## src/rtl/pmx_pkg.sv

```systemverilog
package pmx_pkg;

   // Fixed codes at the bottom of each select space
   localparam int unsigned IN_FIXED_CODES  = 2;  // 0: low, 1: high
   localparam int unsigned PAD_CODE_LOW    = 0;
   localparam int unsigned PAD_CODE_HIGH   = 1;
   localparam int unsigned PAD_CODE_FREE   = 2;
   localparam int unsigned PAD_FIXED_CODES = 3;

   // Fixed-code entries of the flattened routing vectors
   localparam logic [1:0] IN_FIXED_DATA  = 2'b10;   // code1 -> 1, code0 -> 0
   localparam logic [2:0] PAD_FIXED_DATA = 3'b010;  // code2 -> 0, code1 -> 1, code0 -> 0
   localparam logic [2:0] PAD_FIXED_OE   = 3'b011;  // code2 released

   typedef enum logic {
      SPACE_INPUTS = 1'b0,
      SPACE_PADS   = 1'b1
   } cfg_space_e;

   function automatic int unsigned max_u(int unsigned a, int unsigned b);
      return (a > b) ? a : b;
   endfunction

endpackage

```

## src/rtl/pmx_sel_bank.sv

```systemverilog
module pmx_sel_bank #(
   parameter int unsigned COUNT     = 8,
   parameter int unsigned SEL_W     = 6,
   parameter int unsigned IDX_W     = 3,
   parameter int unsigned DATA_W    = 7,
   parameter int unsigned RESET_SEL = 0
) (
   input  logic                        clk_i,
   input  logic                        rst_ni,
   input  logic                        wr_i,
   input  logic                        clr_i,
   input  logic [IDX_W-1:0]            idx_i,
   input  logic [DATA_W-1:0]           wdata_i,
   output logic [COUNT-1:0][SEL_W-1:0] sel_o,
   output logic [SEL_W-1:0]            rd_sel_o,
   output logic                        rd_wen_o
);

   initial begin
      assert (COUNT >= 1) else $error("bank needs at least one entry");
      assert (COUNT <= (1 << IDX_W)) else $error("index too narrow for COUNT");
      assert (DATA_W >= SEL_W) else $error("write data narrower than select");
      assert (RESET_SEL < (1 << SEL_W)) else $error("reset code does not fit");
   end

   logic [COUNT-1:0][SEL_W-1:0] sel_q;
   logic [COUNT-1:0]            wen_q;

   for (genvar e = 0; e < COUNT; e++) begin : g_entry
      logic hit;
      assign hit = (idx_i == IDX_W'(e));

      always_ff @(posedge clk_i or negedge rst_ni) begin
         if (!rst_ni) begin
            sel_q[e] <= SEL_W'(RESET_SEL);
            wen_q[e] <= 1'b1;
         end else begin
            if (wr_i && hit && wen_q[e]) sel_q[e] <= wdata_i[SEL_W-1:0];
            if (clr_i && hit)            wen_q[e] <= 1'b0;
         end
      end

      // a cleared write-enable bit stays cleared until reset
      assert_lock_sticky_R8: assert property (@(posedge clk_i) disable iff (!rst_ni)
         !wen_q[e] |=> !wen_q[e]);

      // a locked entry keeps its code
      assert_locked_hold_R9: assert property (@(posedge clk_i) disable iff (!rst_ni)
         !wen_q[e] |=> $stable(sel_q[e]));

      // a write and a clear in the same cycle both land
      assert_write_and_clear_R10: assert property (@(posedge clk_i) disable iff (!rst_ni)
         (wr_i && clr_i && hit && wen_q[e]) |=>
            (sel_q[e] == $past(wdata_i[SEL_W-1:0])) && !wen_q[e]);
   end

   always_comb begin
      rd_sel_o = '0;
      rd_wen_o = 1'b0;
      for (int e = 0; e < COUNT; e++) begin
         if (idx_i == IDX_W'(e)) begin
            rd_sel_o = sel_q[e];
            rd_wen_o = wen_q[e];
         end
      end
   end

   assign sel_o = sel_q;

endmodule

```

## src/rtl/pmx_in_route.sv

```systemverilog
module pmx_in_route
   import pmx_pkg::*;
#(
   parameter int unsigned NUM_PERIPH_IN = 8,
   parameter int unsigned NUM_PADS      = 6,
   parameter int unsigned SEL_W         = 6
) (
   input  logic [NUM_PERIPH_IN-1:0][SEL_W-1:0] sel_i,
   input  logic [NUM_PADS-1:0]                 pad_i,
   output logic [NUM_PERIPH_IN-1:0]            periph_o
);

   localparam int unsigned CODES = 1 << SEL_W;

   initial begin
      assert (NUM_PADS + IN_FIXED_CODES <= CODES) else $error("input select cannot reach every pad");
   end

   // One bit per code value; codes beyond the last pad read as zero
   logic [CODES-1:0] by_code;
   assign by_code = CODES'({pad_i, IN_FIXED_DATA});

   for (genvar p = 0; p < NUM_PERIPH_IN; p++) begin : g_periph
      assign periph_o[p] = by_code[sel_i[p]];
   end

endmodule

```

## src/rtl/pmx_out_route.sv

```systemverilog
module pmx_out_route
   import pmx_pkg::*;
#(
   parameter int unsigned NUM_PADS       = 6,
   parameter int unsigned NUM_PERIPH_OUT = 10,
   parameter int unsigned SEL_W          = 7
) (
   input  logic [NUM_PADS-1:0][SEL_W-1:0] sel_i,
   input  logic [NUM_PERIPH_OUT-1:0]      data_i,
   input  logic [NUM_PERIPH_OUT-1:0]      oe_i,
   output logic [NUM_PADS-1:0]            pad_data_o,
   output logic [NUM_PADS-1:0]            pad_oe_o
);

   localparam int unsigned CODES = 1 << SEL_W;

   initial begin
      assert (NUM_PERIPH_OUT + PAD_FIXED_CODES <= CODES) else $error("pad select cannot reach every output");
   end

   // Codes past the last peripheral give data 0 and enable 0 (released)
   logic [CODES-1:0] data_by_code;
   logic [CODES-1:0] oe_by_code;
   assign data_by_code = CODES'({data_i, PAD_FIXED_DATA});
   assign oe_by_code   = CODES'({oe_i,   PAD_FIXED_OE});

   for (genvar d = 0; d < NUM_PADS; d++) begin : g_pad
      assign pad_data_o[d] = data_by_code[sel_i[d]];
      assign pad_oe_o[d]   = oe_by_code[sel_i[d]];
   end

endmodule

```

## src/rtl/pin_route_matrix.sv

```systemverilog
module pin_route_matrix
   import pmx_pkg::*;
#(
   parameter int unsigned NUM_PERIPH_IN  = 8,
   parameter int unsigned NUM_PERIPH_OUT = 10,
   parameter int unsigned NUM_PADS       = 6,
   parameter int unsigned IN_SEL_W       = 6,
   parameter int unsigned OUT_SEL_W      = 7,
   localparam int unsigned MAX_ENTRIES   = max_u(max_u(NUM_PERIPH_IN, NUM_PADS), 2),
   localparam int unsigned IDX_W         = $clog2(MAX_ENTRIES),
   localparam int unsigned RD_W          = OUT_SEL_W + 1
) (
   input  logic                      clk_i,
   input  logic                      rst_ni,
   input  logic                      cfg_we_i,
   input  logic                      cfg_lock_clr_i,
   input  logic                      cfg_space_i,
   input  logic [IDX_W-1:0]          cfg_idx_i,
   input  logic [OUT_SEL_W-1:0]      cfg_wdata_i,
   output logic [RD_W-1:0]           cfg_rdata_o,
   input  logic [NUM_PADS-1:0]       pad_in_i,
   output logic [NUM_PERIPH_IN-1:0]  periph_in_o,
   input  logic [NUM_PERIPH_OUT-1:0] periph_out_i,
   input  logic [NUM_PERIPH_OUT-1:0] periph_oe_i,
   output logic [NUM_PADS-1:0]       pad_out_o,
   output logic [NUM_PADS-1:0]       pad_oe_o
);

   initial begin
      assert (IN_SEL_W <= OUT_SEL_W) else $error("input select wider than write data");
      assert (NUM_PERIPH_IN >= 1 && NUM_PADS >= 1 && NUM_PERIPH_OUT >= 1)
         else $error("every count must be at least one");
   end

   logic in_space, pad_space;
   assign in_space  = (cfg_space_i == SPACE_INPUTS);
   assign pad_space = (cfg_space_i == SPACE_PADS);

   logic [NUM_PERIPH_IN-1:0][IN_SEL_W-1:0] in_sel;
   logic [NUM_PADS-1:0][OUT_SEL_W-1:0]     pad_sel;
   logic [IN_SEL_W-1:0]                    in_rd_sel;
   logic [OUT_SEL_W-1:0]                   pad_rd_sel;
   logic                                   in_rd_wen, pad_rd_wen;

   pmx_sel_bank #(
      .COUNT(NUM_PERIPH_IN), .SEL_W(IN_SEL_W), .IDX_W(IDX_W),
      .DATA_W(OUT_SEL_W), .RESET_SEL(0)
   ) u_in_bank (
      .clk_i, .rst_ni,
      .wr_i     (cfg_we_i && in_space),
      .clr_i    (cfg_lock_clr_i && in_space),
      .idx_i    (cfg_idx_i),
      .wdata_i  (cfg_wdata_i),
      .sel_o    (in_sel),
      .rd_sel_o (in_rd_sel),
      .rd_wen_o (in_rd_wen)
   );

   pmx_sel_bank #(
      .COUNT(NUM_PADS), .SEL_W(OUT_SEL_W), .IDX_W(IDX_W),
      .DATA_W(OUT_SEL_W), .RESET_SEL(PAD_CODE_FREE)
   ) u_pad_bank (
      .clk_i, .rst_ni,
      .wr_i     (cfg_we_i && pad_space),
      .clr_i    (cfg_lock_clr_i && pad_space),
      .idx_i    (cfg_idx_i),
      .wdata_i  (cfg_wdata_i),
      .sel_o    (pad_sel),
      .rd_sel_o (pad_rd_sel),
      .rd_wen_o (pad_rd_wen)
   );

   assign cfg_rdata_o = pad_space ? {pad_rd_wen, pad_rd_sel}
                                  : {in_rd_wen, OUT_SEL_W'(in_rd_sel)};

   pmx_in_route #(
      .NUM_PERIPH_IN(NUM_PERIPH_IN), .NUM_PADS(NUM_PADS), .SEL_W(IN_SEL_W)
   ) u_in_route (
      .sel_i    (in_sel),
      .pad_i    (pad_in_i),
      .periph_o (periph_in_o)
   );

   pmx_out_route #(
      .NUM_PADS(NUM_PADS), .NUM_PERIPH_OUT(NUM_PERIPH_OUT), .SEL_W(OUT_SEL_W)
   ) u_out_route (
      .sel_i      (pad_sel),
      .data_i     (periph_out_i),
      .oe_i       (periph_oe_i),
      .pad_data_o (pad_out_o),
      .pad_oe_o   (pad_oe_o)
   );

   for (genvar p = 0; p < NUM_PERIPH_IN; p++) begin : g_in_chk
      // fixed input codes
      assert_in_fixed_R1: assert property (@(posedge clk_i) disable iff (!rst_ni)
         (in_sel[p] < IN_SEL_W'(2)) |-> (periph_in_o[p] == in_sel[p][0]));
      // unreachable input codes read zero
      assert_in_range_R7: assert property (@(posedge clk_i) disable iff (!rst_ni)
         (int'(in_sel[p]) >= NUM_PADS + 2) |-> !periph_in_o[p]);
   end

   for (genvar d = 0; d < NUM_PADS; d++) begin : g_pad_chk
      // fixed pad codes drive actively
      assert_pad_fixed_R3: assert property (@(posedge clk_i) disable iff (!rst_ni)
         (pad_sel[d] < OUT_SEL_W'(2)) |-> (pad_oe_o[d] && pad_out_o[d] == pad_sel[d][0]));
      // release code
      assert_pad_free_R4: assert property (@(posedge clk_i) disable iff (!rst_ni)
         (pad_sel[d] == OUT_SEL_W'(PAD_CODE_FREE)) |-> (!pad_oe_o[d] && !pad_out_o[d]));
      // unreachable pad codes release the pad
      assert_pad_range_R7: assert property (@(posedge clk_i) disable iff (!rst_ni)
         (int'(pad_sel[d]) >= NUM_PERIPH_OUT + 3) |-> (!pad_oe_o[d] && !pad_out_o[d]));
   end

endmodule

```

## config.mk

```make
export PLATFORM = sky130hd
export DESIGN_NAME = pin_route_matrix
export DESIGN_NICKNAME = d
export VERILOG_FILES = /design/src/rtl/pmx_pkg.sv /design/src/rtl/pmx_sel_bank.sv /design/src/rtl/pmx_in_route.sv /design/src/rtl/pmx_out_route.sv /design/src/rtl/pin_route_matrix.sv
export SDC_FILE = /design/constraint.sdc
export NUM_CORES = 1
export LEC_CHECK = 0
export ABC_CLOCK_PERIOD_IN_PS = 1900
export CAP_MARGIN = 20
export CORE_ASPECT_RATIO = 1.25
export CORE_MARGIN = 3
export CORE_UTILIZATION = 40
export CTS_CLUSTER_SIZE = 10
export DETAILED_ROUTE_END_ITERATION = 8
export PLACE_DENSITY = 0.62
export SETUP_SLACK_MARGIN = 0.5
export SLEW_MARGIN = 20
export SYNTH_ARGS = -nofsm -noshare
export SYNTH_HDL_FRONTEND = slang
export SYNTH_SLANG_ARGS = --single-unit
```

## constraint.sdc

```tcl
create_clock -name clk_i -period 1.9 [get_ports clk_i]
set_input_delay 0.19 -clock clk_i [delete_from_list [all_inputs] [get_ports clk_i]]
set_output_delay 0.19 -clock clk_i [all_outputs]
set_load 0.005 [all_outputs]
```

Word-level counts from Yosys, hierarchy flattened:

Index checks and enable logic that the tools add are counted.

* output and inout bits: 28
* logic and storage cells: 166
* register bits: 104
* input bits: 41

* equality and inequality tests: 7
* mux-type cells: 69
* $lt $le $gt $ge: 14
* reduce and logical (&&, ||, !) cells: 47
* bitwise gates (word level): 1

Operators by type and width (count)
* $bmux W1 S7: 12
* $lt A6 B7 Y1 const B: 8
* $bmux W1 S6: 8
* $lt A7 B8 Y1 const B: 6
* $mux W6: 8
* $logic_and A1 B1 Y1: 46
* $mux W7: 6
* $mux W1: 34
* $eq A3 B3 Y1 const B: 4
* $mux W8: 1
* $eq A3 B2 Y1 const B: 2
* $eq A3 B1 Y1 const B: 1
* $logic_not A3 Y1: 1
* $not A1 Y1: 1

Longest topological paths before layout:

* word-level depth: 10
* mapped depth: 8
* gate-level depth less buffers: 4

Cells and area by module:

From an unflattened synthesis, not the netlist that was laid out.

* cells, all modules: 580
* area, all modules: 6956.7 sq um

Modules (own cells, without submodules)
* pmx_sel_bank (u_in_bank): instances 1, seq. area each 1411.4 sq um, cells an instance 208, area each 2765.2 sq um
* pmx_sel_bank (u_pad_bank): instances 1, seq. area each 1216.2 sq um, cells an instance 162, area each 2304.7 sq um
* pmx_out_route: instances 1, seq. area each 0.0 sq um, cells an instance 154, area each 1276.2 sq um
* pmx_in_route: instances 1, seq. area each 0.0 sq um, cells an instance 43, area each 461.7 sq um
* pin_route_matrix: instances 1, seq. area each 0.0 sq um, cells an instance 13, area each 148.9 sq um

Least setup slack after synthesis:

OpenSTA, ideal clock, no wires.

* path kind: register to output
* from: register u_pad_bank.sel_q (netlist bit u_pad_bank.sel_o[22])
* to: output pad_out_o[3]
* stages on the path, launching flop included: 6
* setup slack: 224 ps
* data arrival time: 1486 ps
* required time: 1710 ps
* cells stage by stage: dfstp_2 clkbuf_1 mux2_1 a21oi_1 a311oi_1 o21a_1

* word-level cells in the longest chain between the ends: 2

RTL lines
* start: declaration: RTL line pmx_sel_bank.sv:26 `logic [COUNT-1:0][SEL_W-1:0] sel_q;`
* start signal: indexed assignment: RTL line pmx_sel_bank.sv:35 `sel_q[e] <= SEL_W'(RESET_SEL);`
* start signal: indexed assignment: RTL line pmx_sel_bank.sv:38 `if (wr_i && hit && wen_q[e]) sel_q[e] <= wdata_i[SEL_W-1:0];`
* $bmux W1 S7: RTL line pmx_out_route.sv:28 `assign pad_data_o[d] = data_by_code[sel_i[d]];`
* $mux W1 (implied by the code): RTL line pmx_out_route.sv:28
* end: declaration: RTL line pin_route_matrix.sv:25 `output logic [NUM_PADS-1:0] pad_out_o,`

Every way passes these cells. The select of a mux whose other input is x is not followed.

Worst setup path in the final report:

* from: register u_pad_bank.sel_q (netlist bit u_pad_bank.sel_o[8])
* to: output pad_out_o[1]

The elaborated chain is that of the path after synthesis.

==> run metrics <==
status=finished with violations; failing checks=negative setup slack; Post-DP HPWL=15200 µm; DRT iter0 DRCs=542; crit path max fanout=3; largest area contributor in the netlist=dfrtp_1; initial antenna violation count=0; vias in the first global route=6088; Sink Count=104; synthesized cell area=between 6000 and 7000 µm²; Die X=121 µm; grt ovf=0; critical path's largest stage delay=0.60 ns; leakage=between 4 and 5 nW; synth unique cells=47; area of the multi-input gates=4170 µm²; final std cells w/o fill=977; R2R depth=4; CTS H-Tree Depth=3; ys flop type=dfrtp_1; Rel. slew slack=0.570; worst path required time=1.71 ns; Gate Count Post-Synth=562; RSZ-0062 raised after global routing=true; Die ar.=18000 µm²; # fillers=1305; count leader, synth=mux2_1; maximum clock frequency=485 MHz; DRT antenna net count=0; initial core utilization=0.415; largest net degree at the start of global routing=54; FF+latch area=2650 µm²; overall power=6.31 mW; Critical Path Start=u_pad_bank.sel_o[8]; Hold Path Depth=3; Hold Path Sink=u_in_bank.wen_q[3]; #FFs+latches synth=104; clock root cell=clkbuf_16; setup slack, reg-to-reg=0.56 ns; Port-buffer cells=between 60 and 70; layout cell share with drive strength beyond 1=0.510; synth top area cells=dfrtp_1, mux2_1, mux4_2; final setup vio count=14; number of placed cells counting well taps=about 900; PnR worst setup slack=-0.160 ns; Least-Margin Pin Slew=0.643 ns; Post-Layout Inst Area=~9700 µm²; register area share after synthesis=0.400; CP Class=flop to output port; drt drc=0; Async SR Flop Fraction=1.00; Final nets=about 800; Synthesized Nets=approximately 600; top post-synthesis cells by count=mux2_1, dfrtp_1, a21oi_1; nature of the critical path endpoint=output port; min-delay src=cfg_idx_i[0]; core area=15800 µm²; CTS tree=yes; dpl cell area=8320 µm²; Via Count=~5.8k; Reg-to-Reg End=u_pad_bank.sel_o[6]; CTS Buffer Depth=2; Routed WL=roughly 22000 µm; CP Cell Sequence=buf_6 > mux4_2 > nand2_1 > o21ai_1 > o211a_1 > buf_2; area growth from synthesis to layout=46.9%; Ant. Diodes=0; pre-CTS WS=-0.474 ns; Hold Vio Cnt, Final=0; Post-synth EDFFs=0; fin. max-slew vios=0; Worst path slowest cell=dfstp_2; PwrDens=653 nW/µm²; global-route wire length before repair=34400 µm; Final Cycle Share=1.08; Worst VDD drop=approximately 0.00053 V; CTS Buf Count=9; RePlAce Congestion=roughly 0.89; I/O pins=69; WL/cell=22.9 µm; via/cell ratio=5.92; Post-Route Skew=between 0.008 and 0.009 ns; 1st-pass router iterations=5; # rows=51; fin crit period=2.06 ns; RR Startpoint=u_pad_bank.wen_q[0]; clock latency on the worst-skew pair=0.34 ns; Min-Delay Path Class=primary input to flop; CP arrival=approximately 1.9 ns; max-cap violations=0; startpoint types=flop; smallest hold slack=between 0.2 and 0.3 ns; Clk pin slew, worst setup/hold paths=~0.070 ns; Yosys warnings=0; Synth top area share=0.320; Die H=149 µm; syn_area_per_cell=11.7 µm²; gr usage total=0.249
==> state kept, by name, indices dropped and copies added, names as in the netlist <==
signal / cells
u_pad_bank.sel_o: 42
u_in_bank.wen_q: 8
u_pad_bank.wen_q: 6
u_in_bank.sel_o: 48
==> power by group <==
part           total (mW)  internal, mW  switching (mW)
Clock                2.16          1.33           0.834
Combinational        1.56         0.821           0.735
Sequential           2.59          2.39           0.198
Total                6.31          4.54            1.77
==> kinds of logic (layout without fill, tap and decap cells) <==
| group | count (synthesis) | after routing | share of synthesized area |
|---|---|---|---|
| AOI/OAI and AO/OA | 117 | 117 | 0.117 |
| buffers and inverters | 60 | 263 | 0.0446 |
| DFF | 104 | 104 | 0.400 |
| muxes | 169 | 169 | 0.341 |
| and+or+nand+nor | 112 | 112 | 0.0975 |
==> cells in the final DEF, fill, tap and decap left out, drive strengths merged, types with 3 or more instances in the layout <==
master / n
dfrtp: 84
o21ai: 12
mux2i: 36
mux2: 99
buf: 201
or3: 5
inv: 8
nand3: 14
dfstp: 20
clkinvlp: 3
nor4: 9
clkdlybuf4s50: 31
nor3: 6
nand3b: 4
nand2: 18
mux4: 34
a21oi: 38
o21a: 7
a21boi: 8
and3: 14
a311oi: 18
a22oi: 8
nor3b: 6
a211oi: 4
nand2b: 14
nor2b: 4
a31oi: 12
nor2: 14
dlygate4sd2: 4
clkbuf: 11
bufinv: 3
==> how the worst max path moves through the flow <==
stage	end	slack [ns]	cells after the start
5_1_grt	pad_out_o[1]	-0.21	6
3_5_place_dp	cfg_rdata_o[4]	-0.47	7
6_report	pad_out_o[1]	-0.16	6
2_1_floorplan	pad_out_o[3]	0.40	5
4_1_cts	pad_out_o[1]	-0.14	6
3_3_place_gp	cfg_rdata_o[4]	-0.46	7
==> stage by stage <==
| step | utilization | TNS (ns) |
|---|---|---|
| CTS | 0.589 | -0.958 |
| detailed placement | 0.526 | -31.84 |
| finish | 0.610 | -0.868 |
| global placement | 0.526 | -29.91 |
| floorplan | - | 0 |
| global route | 0.610 | -1.95 |
==> critical path, delay by kind of cell, from the launching register on <==
kind	cells	cell delay, ns
buffers and inverters	2	0.25
and+or+nand+nor	1	0.09
DFF	1	0.60
AOI/OAI and AO/OA	2	0.28
muxes	1	0.31
==> metal layers <==
layer | routed length (µm) | vias to the layer above | track usage
met1 | 8890 | 2928 | 0.309
li1 | - | 2561 | -
met4 | 1030 | 0 | 0.104
met2 | 11400 | 219 | 0.435
met3 | 965 | 71 | 0.0360
met5 | 0 | - | 0
==> repair_timing <==
action,4_1_cts,5_1_grt
hold endpoints to repair,20,0
buffers inserted,52,12
gates cloned,0,1
setup endpoints to repair,118,101
hold buffers,1,0
resized for setup,231,46
pin swaps,60,25
==> area by class of cell <==
class | instances | area share
clock buffer | 10 | 0.0248
sequential | 104 | 0.274
timing repair buffer | 239 | 0.226
multi-input combinational | 398 | 0.432
tap | 212 | 0.0275
clock inverter | 6 | 0.0118
inverter | 8 | 0.00350
No activity file was read; power rests on OpenSTA's default activity.
